<file path="config.mk">
export PLATFORM = sky130hd
export DESIGN_NAME = tiled_mem
export DESIGN_NICKNAME = d
export VERILOG_FILES = /design/src/rtl/tm_pkg.sv /design/src/rtl/tm_tile.sv /design/src/rtl/tm_row_sel.sv /design/src/rtl/tm_col_mux.sv /design/src/rtl/tiled_mem.sv
export SDC_FILE = /design/constraint.sdc
export NUM_CORES = 1
export LEC_CHECK = 0
export BUFFER_PORTS_ARGS = -buffer_cell sky130_fd_sc_hd__buf_2
export CAP_MARGIN = 15
export CORE_UTILIZATION = 56
export CTS_BUF_LIST = sky130_fd_sc_hd__clkbuf_16
export DETAILED_ROUTE_END_ITERATION = 7
export HOLD_SLACK_MARGIN = 0.08
export PLACE_DENSITY = 0.81
export SYNTH_ARGS = -nofsm -noshare
export SYNTH_HDL_FRONTEND = slang
export SYNTH_SLANG_ARGS = --single-unit
</file>
<file path="constraint.sdc">
create_clock -name clk -period 1.88 [get_ports clk]
set_input_delay 0.376 -clock clk [delete_from_list [all_inputs] [get_ports clk]]
set_output_delay 0.376 -clock clk [all_outputs]
set_load 0.02 [all_outputs]
</file>
<file path="src/rtl/tm_pkg.sv">
package tm_pkg;

   function automatic int cdiv(input int num, input int den);
      return (num + den - 1) / den;
   endfunction

   function automatic int addr_width(input int depth, input int tile_abits);
      int nat;
      nat = (depth > 1) ? $clog2(depth) : 1;
      return (nat > tile_abits) ? nat : tile_abits;
   endfunction

endpackage

</file>
<file path="src/rtl/tm_tile.sv">
module tm_tile #(
   parameter int ABITS  = 4,
   parameter int DBITS  = 8,
   parameter int LANES  = 2,
   parameter int LANE_W = 4
) (
   input  logic             clk,
   input  logic [LANES-1:0] we,
   input  logic [ABITS-1:0] waddr,
   input  logic [DBITS-1:0] wdata,
   input  logic             re,
   input  logic [ABITS-1:0] raddr,
   output logic [DBITS-1:0] rdata
);
   localparam int WORDS = 2 ** ABITS;

   logic [DBITS-1:0] store [WORDS];

   initial begin : tile_prm_chk
      assert (LANES * LANE_W == DBITS)
         else $error("tile lanes do not cover the tile width");
   end

   always_ff @(posedge clk) begin
      for (int l = 0; l < LANES; l++) begin
         if (we[l]) store[waddr][l*LANE_W +: LANE_W] <= wdata[l*LANE_W +: LANE_W];
      end
   end

   always_ff @(posedge clk) begin
      if (re) rdata <= store[raddr];
   end

endmodule

</file>
<file path="src/rtl/tm_row_sel.sv">
module tm_row_sel #(
   parameter int ROWS = 3,
   parameter int UW   = 2
) (
   input  logic            clk,
   input  logic            rst_n,
   input  logic [UW-1:0]   wr_up,
   input  logic            rd_en,
   input  logic [UW-1:0]   rd_up,
   output logic [ROWS-1:0] wr_hit,
   output logic [ROWS-1:0] rd_flag
);
   logic [ROWS-1:0] rd_hit;

   for (genvar r = 0; r < ROWS; r++) begin : g_cmp
      assign wr_hit[r] = (wr_up == UW'(r));
      assign rd_hit[r] = (rd_up == UW'(r));
   end

   always_ff @(posedge clk) begin
      if (!rst_n)     rd_flag <= '0;
      else if (rd_en) rd_flag <= rd_hit;
      else            rd_flag <= rd_flag;
   end


   wr_rows_onehot_chk: assert property (@(posedge clk) disable iff (!rst_n)
      $onehot0(wr_hit));


   wr_outside_chk: assert property (@(posedge clk) disable iff (!rst_n)
      (int'(wr_up) >= ROWS) |-> (wr_hit == '0));


   rd_flag_set_chk: assert property (@(posedge clk) disable iff (!rst_n)
      (rd_en && (int'(rd_up) < ROWS)) |=> $onehot(rd_flag));


   rd_flag_clear_chk: assert property (@(posedge clk) disable iff (!rst_n)
      (rd_en && (int'(rd_up) >= ROWS)) |=> (rd_flag == '0));

endmodule

</file>
<file path="src/rtl/tm_col_mux.sv">
module tm_col_mux #(
   parameter int ROWS  = 3,
   parameter int DBITS = 8
) (
   input  logic [ROWS-1:0]       sel,
   input  logic [ROWS*DBITS-1:0] din,
   output logic [DBITS-1:0]      dout
);
   always_comb begin
      dout = '0;
      for (int r = 0; r < ROWS; r++) begin
         dout = dout | ({DBITS{sel[r]}} & din[r*DBITS +: DBITS]);
      end
   end
endmodule

</file>
<file path="src/rtl/tiled_mem.sv">
module tiled_mem #(
   parameter int DEPTH      = 40,
   parameter int WIDTH      = 12,
   parameter int TILE_ABITS = 4,
   parameter int TILE_DBITS = 8,
   parameter int TILE_LANES = 2,
   parameter int ADDR_W     = tm_pkg::addr_width(DEPTH, TILE_ABITS),
   parameter int BE_W       = WIDTH / (TILE_DBITS / TILE_LANES)
) (
   input  logic              clk,
   input  logic              rst_n,
   input  logic [ADDR_W-1:0] wr_addr,
   input  logic [BE_W-1:0]   wr_be,
   input  logic [WIDTH-1:0]  wr_data,
   input  logic              rd_en,
   input  logic [ADDR_W-1:0] rd_addr,
   output logic [WIDTH-1:0]  rd_data
);
   localparam int LANE_W = TILE_DBITS / TILE_LANES;
   localparam int ROWS   = tm_pkg::cdiv(DEPTH, 2 ** TILE_ABITS);
   localparam int COLS   = tm_pkg::cdiv(WIDTH, TILE_DBITS);
   localparam int UBITS  = ADDR_W - TILE_ABITS;
   localparam int UW     = (UBITS > 0) ? UBITS : 1;

   initial begin : top_prm_chk
      assert (TILE_DBITS % TILE_LANES == 0)
         else $error("tile width must split into whole lanes");
      assert (WIDTH % LANE_W == 0)
         else $error("logical width must be a whole number of lanes");
      assert (ADDR_W == tm_pkg::addr_width(DEPTH, TILE_ABITS))
         else $error("ADDR_W must keep its derived value");
      assert (BE_W * LANE_W == WIDTH)
         else $error("BE_W must keep its derived value");
   end

   logic [UW-1:0]         wr_up;
   logic [UW-1:0]         rd_up;
   logic [ROWS-1:0]       wr_hit;
   logic [ROWS-1:0]       rd_flag;
   logic [TILE_ABITS-1:0] wr_lo;
   logic [TILE_ABITS-1:0] rd_lo;

   assign wr_lo = wr_addr[TILE_ABITS-1:0];
   assign rd_lo = rd_addr[TILE_ABITS-1:0];

   if (UBITS > 0) begin : g_upper
      assign wr_up = wr_addr[ADDR_W-1:TILE_ABITS];
      assign rd_up = rd_addr[ADDR_W-1:TILE_ABITS];
   end else begin : g_single_row
      assign wr_up = '0;
      assign rd_up = '0;
   end

   tm_row_sel #(.ROWS(ROWS), .UW(UW)) u_row_sel (
      .clk     (clk),
      .rst_n   (rst_n),
      .wr_up   (wr_up),
      .rd_en   (rd_en),
      .rd_up   (rd_up),
      .wr_hit  (wr_hit),
      .rd_flag (rd_flag)
   );

   for (genvar d = 0; d < COLS; d++) begin : g_col
      localparam int BASE = d * TILE_DBITS;
      localparam int CW   = (d == COLS - 1) ? (WIDTH - BASE) : TILE_DBITS;
      localparam int CL   = CW / LANE_W;
      localparam int EB   = BASE / LANE_W;

      logic [ROWS*CW-1:0] col_q;
      logic [CW-1:0]      col_out;

      for (genvar r = 0; r < ROWS; r++) begin : g_row
         logic [CL-1:0] tile_we;
         assign tile_we = wr_hit[r] ? wr_be[EB +: CL] : '0;

         tm_tile #(
            .ABITS  (TILE_ABITS),
            .DBITS  (CW),
            .LANES  (CL),
            .LANE_W (LANE_W)
         ) u_tile (
            .clk   (clk),
            .we    (tile_we),
            .waddr (wr_lo),
            .wdata (wr_data[BASE +: CW]),
            .re    (rd_en),
            .raddr (rd_lo),
            .rdata (col_q[r*CW +: CW])
         );
      end

      tm_col_mux #(.ROWS(ROWS), .DBITS(CW)) u_mux (
         .sel  (rd_flag),
         .din  (col_q),
         .dout (col_out)
      );

      assign rd_data[BASE +: CW] = col_out;
   end


   rd_hold_chk: assert property (@(posedge clk) disable iff (!rst_n)
      !rd_en |=> $stable(rd_data));


   rd_reset_chk: assert property (@(posedge clk)
      !rst_n |=> (rd_data == '0));

endmodule

</file>
==> results.py, run 1 <==
metrics = {
    "synthesis": {
        "synth_area_leaders": "edfxtp_1 78%, mux4_2 14%, nor2_1 2.4%",
        "synth_ff_type": "edfxtp_1",
        "synth.largest_area_cell": "edfxtp_1",
        "ys_seq_area_share_pct": 78.0,
        "synthDistinctLibCells": 21,
        "synth_most_common_cell": "edfxtp_1",
        "ys_ff_latch": 615,
        "ys_warn_count": 0,
        "synth_edf_count": 612,
        "async_reset_ff_share_pct": 0,
        "yosysTopAreaCellShare_pct": 77.8,
        "postSynthCellCount": 1150,
        "syn_nets": 1180,
        "synth_common_cells": "612 x edfxtp_1, 149 x nor2_1, 144 x mux4_2",
        "syn-mean-instance-area_sq_um": 20.5,
        "netlist_area_sq_um": 23600,
    },
    "floorplan": {
        "die_w_um": 207,
        "core-area_sq_um": 41200,
        "start_util_pct": 57.3,
        "die-area_sq_um": 43000,
        "num_rows": 74,
        "ios": 42,
        "die_y_um": 207,
    },
    "global_route": {
        "antenna_found_initial": 2,
        "overflow": 0,
        "grt_use_total_pct": 26.1,
        "grt_pass1_wl_um": 81800,
        "grt_max_degree": 49,
        "grt_pass1_vias": 12800,
    },
    "setup_path": {
        "path_class": "reg -> out",
        "cp_cell_sequence": "buf_6 > a222oi_1 > inv_1 > buf_2",
        "critical_path.max_stage_delay_ps": 490,
        "required_ps": 1500,
        "crit_path_top_delay_cell": "a222oi_1",
        "cp-start-kind": "flop",
        "cp-end-kind": "primary output",
        "cp_max_fo": 6,
        "crit_arrival_ps": 1920,
    },
    "place": {
        "place_ws_ps": -174,
        "placed_area_sq_um": 25400,
        "io_buffers": 41,
        "place.detailed.hpwl_um": 32700,
        "gp_congestion": 0.865,
    },
    "power_and_ir_drop": {
        "p_sw_mw": 5.82,
        "p_int_mw": 22.1,
        "pwr-share-seq_pct": 54.8,
        "pwr-share-clk_pct": 40.0,
        "switching_share_pct": 20.8,
        "p_per_area_nw_per_um2": 1030,
        "p_total_mw": 28.0,
        "peakVddDrop_mv": 0.789,
        "p_leak_nw": 8.91,
        "comb_power_share_pct": 5.2,
    },
    "timing": {
        "final.period_utilization_pct": 122,
        "clock_skew_ps": 34.9,
        "finalHoldViolations": 0,
        "slew_headroom_pct": 21.0,
        "drv_slew": 0,
        "worst_pin_slew_ps": 1180,
        "rsz0062_at_grt": "yes",
        "setup_viol": 12,
        "post-route-min-period_ps": 2290,
        "timing.fmax_mhz": 436,
        "fin_ws_ps": -413,
        "worst_hold_slack_ps": 262,
    },
    "clock_tree": {
        "cts.sinks": 615,
        "ctsHtreeMaxLevel": 2,
        "numCtsBuffers": 57,
        "clk_pin_slew_worst_paths_ps": 60,
        "clock_latency_ps": 610,
        "ctsRootBufferMaster": "clkbuf_16",
        "clk_path_buf_depth": 3,
        "cts_tree": "yes",
    },
    "status": {
        "violations": "setup timing",
        "status": "finished with violations",
    },
    "cells_and_area": {
        "design_area_sq_um": 27300,
        "final_util_pct": 66.2,
        "drive_gt1_share_pct": 29.1,
        "area_delta_synth_final_pct": 15.4,
        "finalNetCount": 1343,
    },
    "job": {
        "cap_violations": 0,
    },
    "detailed_routing": {
        "finalWirelength_um": 54800,
        "drtAntennaViolNets": 0,
        "viasPerCell": 6.51,
        "dr.first_iter.drc_count": 1625,
        "drc_errors": 0,
        "dr_total_vias": 12300,
        "post_drt_wl_per_cell_um": 28.9,
        "dr.pass1.iters": 5,
    },
    "hold_path": {
        "holdCritPathClass": "in -> reg",
    },
}
-- flip-flops by register name, summed over array words and instances, names as in the netlist --
| register | cells |
|---|---|
| u_row_sel.rd_flag | 3 |
| g_col.g_row.u_tile.store | 576 |
| g_col.g_row.u_tile.rdata | 36 |
-- through the flow --
stage | TNS (ps) | instances
2_1_floorplan | 0 | 1150
3_3_place_gp | -2580 | 1779
3_5_place_dp | -6290 | 1779
4_1_cts | -4400 | 1890
5_1_grt | -4600 | 1893
6_report | -4160 | 1893
-- power by group through the flow --
stage                     sequential [mW]  combinational, mW  clock (mW)
after CTS                            15.3               1.45        11.3
after floorplan                      15.6              0.749           0
after global placement               15.6               1.37           0
after global routing                 15.3               1.54        11.8
final                                15.3               1.46        11.2
after detailed placement             15.6               1.41           0
-- cell type report --
type / count / area (sq um)
flip-flops and latches: 615 / 18400
fillers: 2469 / 13900
multi-input cells: 455 / 4830
repair buffers: 171 / 1480
clock buffers: 57 / 1430
well taps: 532 / 666
clock inverters: 48 / 369
inverters: 13 / 48.8
diodes: 2 / 5.00
-- cells by family (layout without fill, tap and decap cells) --
group	count (synthesis)	after routing	share of synthesized area (%)
compound gates	86	86	2.85
buf+inv	80	289	1.58
flops	615	615	78.0
mux	145	145	13.8
other cells	0	2	0
simple gates	224	224	3.74
-- placed cells by master, fill, tap and decap left out, types with 3 or more instances in the layout --
cell type | synthesis | final
a22oi_1 | 72 | 72
dlygate4sd3_1 | 0 | 3
inv_1 | 13 | 18
nand2_1 | 55 | 55
buf_2 | 17 | 34
buf_6 | 7 | 10
a222oi_1 | 12 | 12
nor2b_1 | 9 | 7
clkbuf_16 | 0 | 57
buf_12 | 0 | 18
clkinv_1 | 0 | 22
edfxtp_1 | 612 | 612
buf_4 | 0 | 105
nor2_1 | 149 | 148
bufinv_16 | 0 | 6
mux4_2 | 144 | 144
nand3_1 | 6 | 6
clkinv_2 | 0 | 10
-- routing by layer --
layer	GRT usage [%]	wire length [um]
met5	0	0
met4	13.6	2770
met2	42.3	27200
met3	4.15	5400
met1	34.6	19400
-- path summary, 6_finish.rpt --
kind	startpoint	to	slack (ps)	cells after the start
worst max-delay path	u_row_sel.rd_flag[0]	rd_data[1]	-410	4
worst max register to register	g_col[0].g_row[0].u_tile.store[15][4]	g_col[0].g_row[0].u_tile.rdata[4]	350	3
worst min register to register	u_row_sel.rd_flag[1]	u_row_sel.rd_flag[1]	720	3
worst min-delay path	wr_data[2]	g_col[0].g_row[0].u_tile.store[1][2]	260	2
-- critical path: cells and delay by family, from the launching register on --
| family | cells | cell delay, ps |
|---|---|---|
| buf+inv | 3 | 400 |
| flops | 1 | 410 |
| compound gates | 1 | 490 |
-- what timing repair did --
action	in CTS	in global routing
hold endpoints to repair	3	0
endpoints found under the setup margin	12	12
buffers inserted	3	1
hold buffers	3	0
gates resized for setup	14	5
pin swaps	5	4
No activity file was read; power rests on OpenSTA's default activity.
==> run 2, diff against run 1 <==
- PLACE_DENSITY: 0.81 -> 0.83
==> results.py, run 2 (synthesis results as in run 1) <==
metrics = {
    "cells_and_area": {
        "finalNetCount": 1342,
        "top_regs": "g_col.g_row.u_tile.store: 576 flops, g_col.g_row.u_tile.rdata: 36 flops, u_row_sel.rd_flag: 3 flops",
        "area_delta_synth_final_pct": 15.6,
        "seq_area_sq_um": 18400,
        "diodes": 0,
        "top_register": "g_col.g_row.u_tile.store",
        "largest_register_ff_count": 576,
        "final_cell_mix": "612 x edfxtp_1, 148 x nor2_1, 144 x mux4_2, 106 x buf_4, 72 x a22oi_1",
        "multi_input_area_sq_um": 4820,
        "fillers": 2430,
        "drive_gt1_share_pct": 29.4,
        "final_common_cell": "edfxtp_1",
        "design_area_sq_um": 27300,
    },
    "timing": {
        "timing.fmax_mhz": 446,
        "clock_skew_ps": 19.2,
        "final.period_utilization_pct": 119,
        "finalHoldViolations": 0,
        "worst_pin_slew_ps": 1120,
        "fin_ws_ps": -361,
        "slew_headroom_pct": 25.4,
        "setup_viol": 12,
        "post-route-min-period_ps": 2240,
        "drv_slew": 0,
        "rsz0062_at_grt": "yes",
    },
    "global_route": {
        "antenna_found_initial": 0,
        "grt_pass1_vias": 12800,
        "grt_use_total_pct": 25.4,
        "grt_max_degree": 49,
        "grt_pass1_wl_um": 80300,
        "overflow": 0,
    },
    "power_and_ir_drop": {
        "p_leak_nw": 8.93,
        "comb_power_share_pct": 5.1,
        "pwr-share-clk_pct": 40.8,
        "switching_share_pct": 20.8,
        "p_int_mw": 22.5,
        "peakVddDrop_mv": 0.775,
        "p_sw_mw": 5.89,
        "pwr-share-seq_pct": 54.0,
        "p_per_area_nw_per_um2": 1040,
    },
    "setup_path": {
        "cp_max_fo": 13,
        "crit_arrival_ps": 1860,
        "cp-start-kind": "flop",
        "required_ps": 1500,
        "path_class": "reg -> out",
        "cp-end-kind": "primary output",
        "rrSetupSlack_ps": 300,
        "reg2reg_depth": 3,
        "r2r_end": "g_col[0].g_row[0].u_tile.rdata[3]",
        "worstReg2RegStart": "g_col[0].g_row[0].u_tile.store[11][3]",
    },
    "clock_tree": {
        "clock_latency_ps": 610,
        "ctsHtreeMaxLevel": 2,
        "ctsRootBufferMaster": "clkbuf_16",
        "clk_path_buf_depth": 3,
        "cts_tree": "yes",
        "clk_pin_slew_worst_paths_ps": 60,
        "numCtsBuffers": 58,
        "cts.sinks": 615,
    },
    "detailed_routing": {
        "drtAntennaViolNets": 0,
        "dr.pass1.iters": 8,
        "dr_total_vias": 12300,
        "dr.first_iter.drc_count": 1557,
        "drc_errors": 0,
        "viasPerCell": 6.49,
        "finalWirelength_um": 53300,
        "post_drt_wl_per_cell_um": 28.2,
    },
    "hold_path": {
        "hold_end": "u_row_sel.rd_flag[0]",
        "holdCritPathClass": "in -> reg",
        "hold-path-cell-count": 4,
        "worstHoldStart": "rd_addr[5]",
    },
    "floorplan": {
        "die_y_um": 207,
        "die_w_um": 207,
        "start_util_pct": 57.3,
        "core-area_sq_um": 41200,
        "num_rows": 74,
        "ios": 42,
        "die-area_sq_um": 43000,
    },
    "place": {
        "gp_congestion": 0.810,
        "place.detailed.hpwl_um": 32900,
        "io_buffers": 41,
        "place_ws_ps": -229,
        "placed_area_sq_um": 25300,
    },
    "status": {
        "status": "finished with violations",
        "violations": "setup timing",
    },
    "job": {
        "cap_violations": 0,
    },
}
[run 2: cell count changes in the layout (fill, tap and decap cells not counted), moves of 2 or more]
cell / change
clkinv_1: -12
inv_1: +7
buf_6: -4
clkbuf_16: +2
clkinv_8: +2
clkinvlp_4: +2
diode_2: -2
inv_6: -2
nor2b_2: +2
nor2b_4: -2
[run 2: what timing repair did]
action / CTS / global route
resized for setup: 9 / 7
pin swaps: 3 / 5
endpoints found under the setup margin: 12 / 12
buffers inserted: 1 / 0
hold buffers: 3 / 0
endpoints found under the hold margin: 3 / 0
[run 2: how the worst max path moves through the flow]
stage / endpoint / startpoint
after floorplan: g_col[0].g_row[1].u_tile.rdata[3] / rd_addr[0]
after global placement: g_col[0].g_row[1].u_tile.rdata[5] / rd_addr[2]
after detailed placement: g_col[0].g_row[2].u_tile.rdata[6] / rd_addr[2]
after CTS: rd_data[4] / u_row_sel.rd_flag[0]
after global routing: rd_data[7] / u_row_sel.rd_flag[0]
final: rd_data[4] / u_row_sel.rd_flag[2]
[run 2: area by class of cell]
type / instances / share of cell area (%)
Timing Repair Buffer: 169 / 5.29
Inverter: 13 / 0.179
Multi-Input combinational cell: 455 / 17.6
Tap cell: 532 / 2.44
Clock inverter: 46 / 1.50
Sequential cell: 615 / 67.5
Clock buffer: 59 / 5.41
[run 2: stage by stage]
step | power [mW] | utilization, % | hold WS (ps) | instances | TNS (ps)
floorplan | 16.3 | - | 475 | 1150 | 0
global placement | 17.0 | 61.5 | 608 | 1780 | -4150
detailed placement | 17.0 | 61.5 | 622 | 1780 | -7110
CTS | 28.4 | 66.2 | 140 | 1889 | -3810
global route | 29.0 | 66.3 | 174 | 1889 | -4130
finish | 28.4 | 66.3 | 176 | 1889 | -3390
[run 2: worst max-delay path: stages (launching register included)]
cell,delay [ps]
dfxtp_2,330
buf_12,150
a222oi_1,390
buf_4,220
inv_2,40
buf_6,120
[run 2: per-layer routing]
metal / GRT usage, % / share of wire [%] / vias up
li1: - / - / 5023
met2: 41.3 / 50 / 787
met1: 33.9 / 37 / 6292
met5: 0 / 0 / -
met4: 12.4 / 4.3 / 0
met3: 4.31 / 9.3 / 149
[run 2: power groups by stage]
stage	logic (mW)	registers [mW]	clock network, mW
after floorplan	0.749	15.6	0
final	1.45	15.3	11.6
after global routing	1.53	15.3	12.1
after CTS	1.45	15.3	11.6
after global placement	1.37	15.6	0
after detailed placement	1.41	15.6	0
==> run 3, diff against run 2 <==
- GPL_TIMING_DRIVEN: not set -> 0
==> results.py, run 3 (synthesis results as in run 1) <==
metrics = {
    "clock_tree": {
        "clk_pin_slew_worst_paths_ps": 60,
        "ctsHtreeMaxLevel": 2,
        "cts_tree": "yes",
        "ctsRootBufferMaster": "clkbuf_16",
        "cts.sinks": 615,
        "clock_latency_ps": 600,
        "clk_path_buf_depth": 3,
        "numCtsBuffers": 55,
    },
    "global_route": {
        "grt_pass1_wl_um": 78200,
        "antenna_found_initial": 2,
        "grt_max_degree": 49,
        "grt_use_total_pct": 25.3,
        "grt_pass1_vias": 12300,
        "overflow": 0,
    },
    "timing": {
        "drv_slew": 0,
        "final.period_utilization_pct": 127,
        "post-route-min-period_ps": 2380,
        "finalHoldViolations": 0,
        "slew_headroom_pct": 37.2,
        "timing.fmax_mhz": 420,
        "clock_skew_ps": 13.5,
        "rsz0062_at_grt": "yes",
        "fin_ws_ps": -501,
        "worst_pin_slew_ps": 942,
        "setup_viol": 18,
        "worst_hold_slack_ps": 196,
    },
    "setup_path": {
        "worstReg2RegStart": "g_col[0].g_row[2].u_tile.store[0][6]",
        "crit_arrival_ps": 2000,
        "path_class": "reg -> out",
        "cp-end-kind": "primary output",
        "required_ps": 1500,
        "cp-startpoint": "u_row_sel.rd_flag[0]",
        "cp_max_fo": 6,
        "cp-start-kind": "flop",
    },
    "cells_and_area": {
        "final_cell_mix": "612 x edfxtp_1, 144 x mux4_2, 140 x nor2_1, 72 x a22oi_1, 58 x clkbuf_16",
        "finalNetCount": 1278,
        "top_register": "g_col.g_row.u_tile.store",
        "final_common_cell": "edfxtp_1",
        "area_delta_synth_final_pct": 12.4,
        "drive_gt1_share_pct": 24.4,
        "largest_register_ff_count": 576,
        "top_regs": "g_col.g_row.u_tile.store: 576 flops, g_col.g_row.u_tile.rdata: 36 flops, u_row_sel.rd_flag: 3 flops",
        "instances_no_fill": 1827,
    },
    "detailed_routing": {
        "drc_errors": 0,
        "wl_met1_um": 19200,
        "viasPerCell": 6.67,
        "highest_layer": "met4",
        "met3_length_um": 5170,
        "finalWirelength_um": 54800,
        "post_drt_wl_per_cell_um": 30.0,
        "dr_total_vias": 12200,
        "drtAntennaViolNets": 0,
        "wl_met2_um": 28200,
        "dr.first_iter.drc_count": 1855,
        "dr.pass1.iters": 8,
    },
    "status": {
        "status": "finished with violations",
        "violations": "setup timing",
    },
    "floorplan": {
        "die_w_um": 207,
        "ios": 42,
        "core-area_sq_um": 41200,
        "start_util_pct": 57.3,
        "die-area_sq_um": 43000,
        "num_rows": 74,
        "die_y_um": 207,
    },
    "place": {
        "place_ws_ps": -668,
        "gp_congestion": 0.859,
        "placedCellCount": 1717,
        "io_buffers": 35,
        "place.detailed.hpwl_um": 32900,
    },
    "hold_path": {
        "worstHoldStart": "rd_addr[5]",
        "holdCritPathClass": "in -> reg",
    },
    "job": {
        "cap_violations": 0,
    },
    "power_and_ir_drop": {
        "peakVddDrop_mv": 0.847,
        "p_total_mw": 28.5,
        "p_leak_nw": 8.41,
        "p_per_area_nw_per_um2": 1070,
    },
}
==> run 3: cell count changes in the layout (fill, tap and decap cells not counted), sizes merged <==
cell,change
inv,-10
diode,+2
bufinv,+3
clkinv,+6
clkbuf,+38
buf,-101
==> run 3: layout make-up <==
type	instances	area, sq um
Antenna cell	2	5.00
Buffer	67	373
Clock buffer	57	1430
Clock inverter	45	469
Fill cell	2481	14600
Inverter	13	48.8
Multi-Input combinational cell	455	4870
Sequential cell	615	18400
Tap cell	532	666
Timing Repair Buffer	41	259
==> run 3: layer usage <==
metal  up-vias  track usage, %
met5         -               0
met4         0            11.1
met3       150            3.93
met2       904            43.0
met1      6224            32.7
li1       4901               -
==> run 3: timing repair <==
| action | 4_1_cts | 5_1_grt |
|---|---|---|
| hold buffers | 3 | 0 |
| endpoints found under the setup margin | 49 | 125 |
| endpoints found under the hold margin | 3 | 0 |
| pin swaps | 5 | 5 |
| cloned | 0 | 0 |
| gates resized for setup | 19 | 30 |
| buffers inserted | 2 | 1 |
==> run 3: worst max-delay path: stages (launching register included) <==
cell and delay [ps]:
dfxtp_4 350, clkbuf_16 160, a222oi_1 600, inv_1 130
buf_6 160
==> run 3: through the flow <==
stage | utilization, % | setup TNS, ps | cell area [sq um]
after floorplan | - | 0 | 23600
after global placement | 59.4 | -206620 | 24500
after detailed placement | 59.4 | -243460 | 24500
after CTS | 64.2 | -4360 | 26500
after global routing | 64.5 | -5970 | 26600
final | 64.5 | -4510 | 26600
==> run 3: path summary, 6_finish.rpt <==
path	end	depth (start not counted)	slack, ps
worst max-delay path	rd_data[5]	4	-500
worst min-delay path	u_row_sel.rd_flag[2]	4	200
worst max register to register	g_col[0].g_row[2].u_tile.rdata[6]	3	230
worst min register to register	u_row_sel.rd_flag[1]	2	580
==> run 3: where the power goes <==
group / total (mW) / internal (mW) / switching (mW)
registers: 15.3 / 15.3 / 0.0503
logic: 1.40 / 0.480 / 0.919
clock network: 11.8 / 6.86 / 4.95
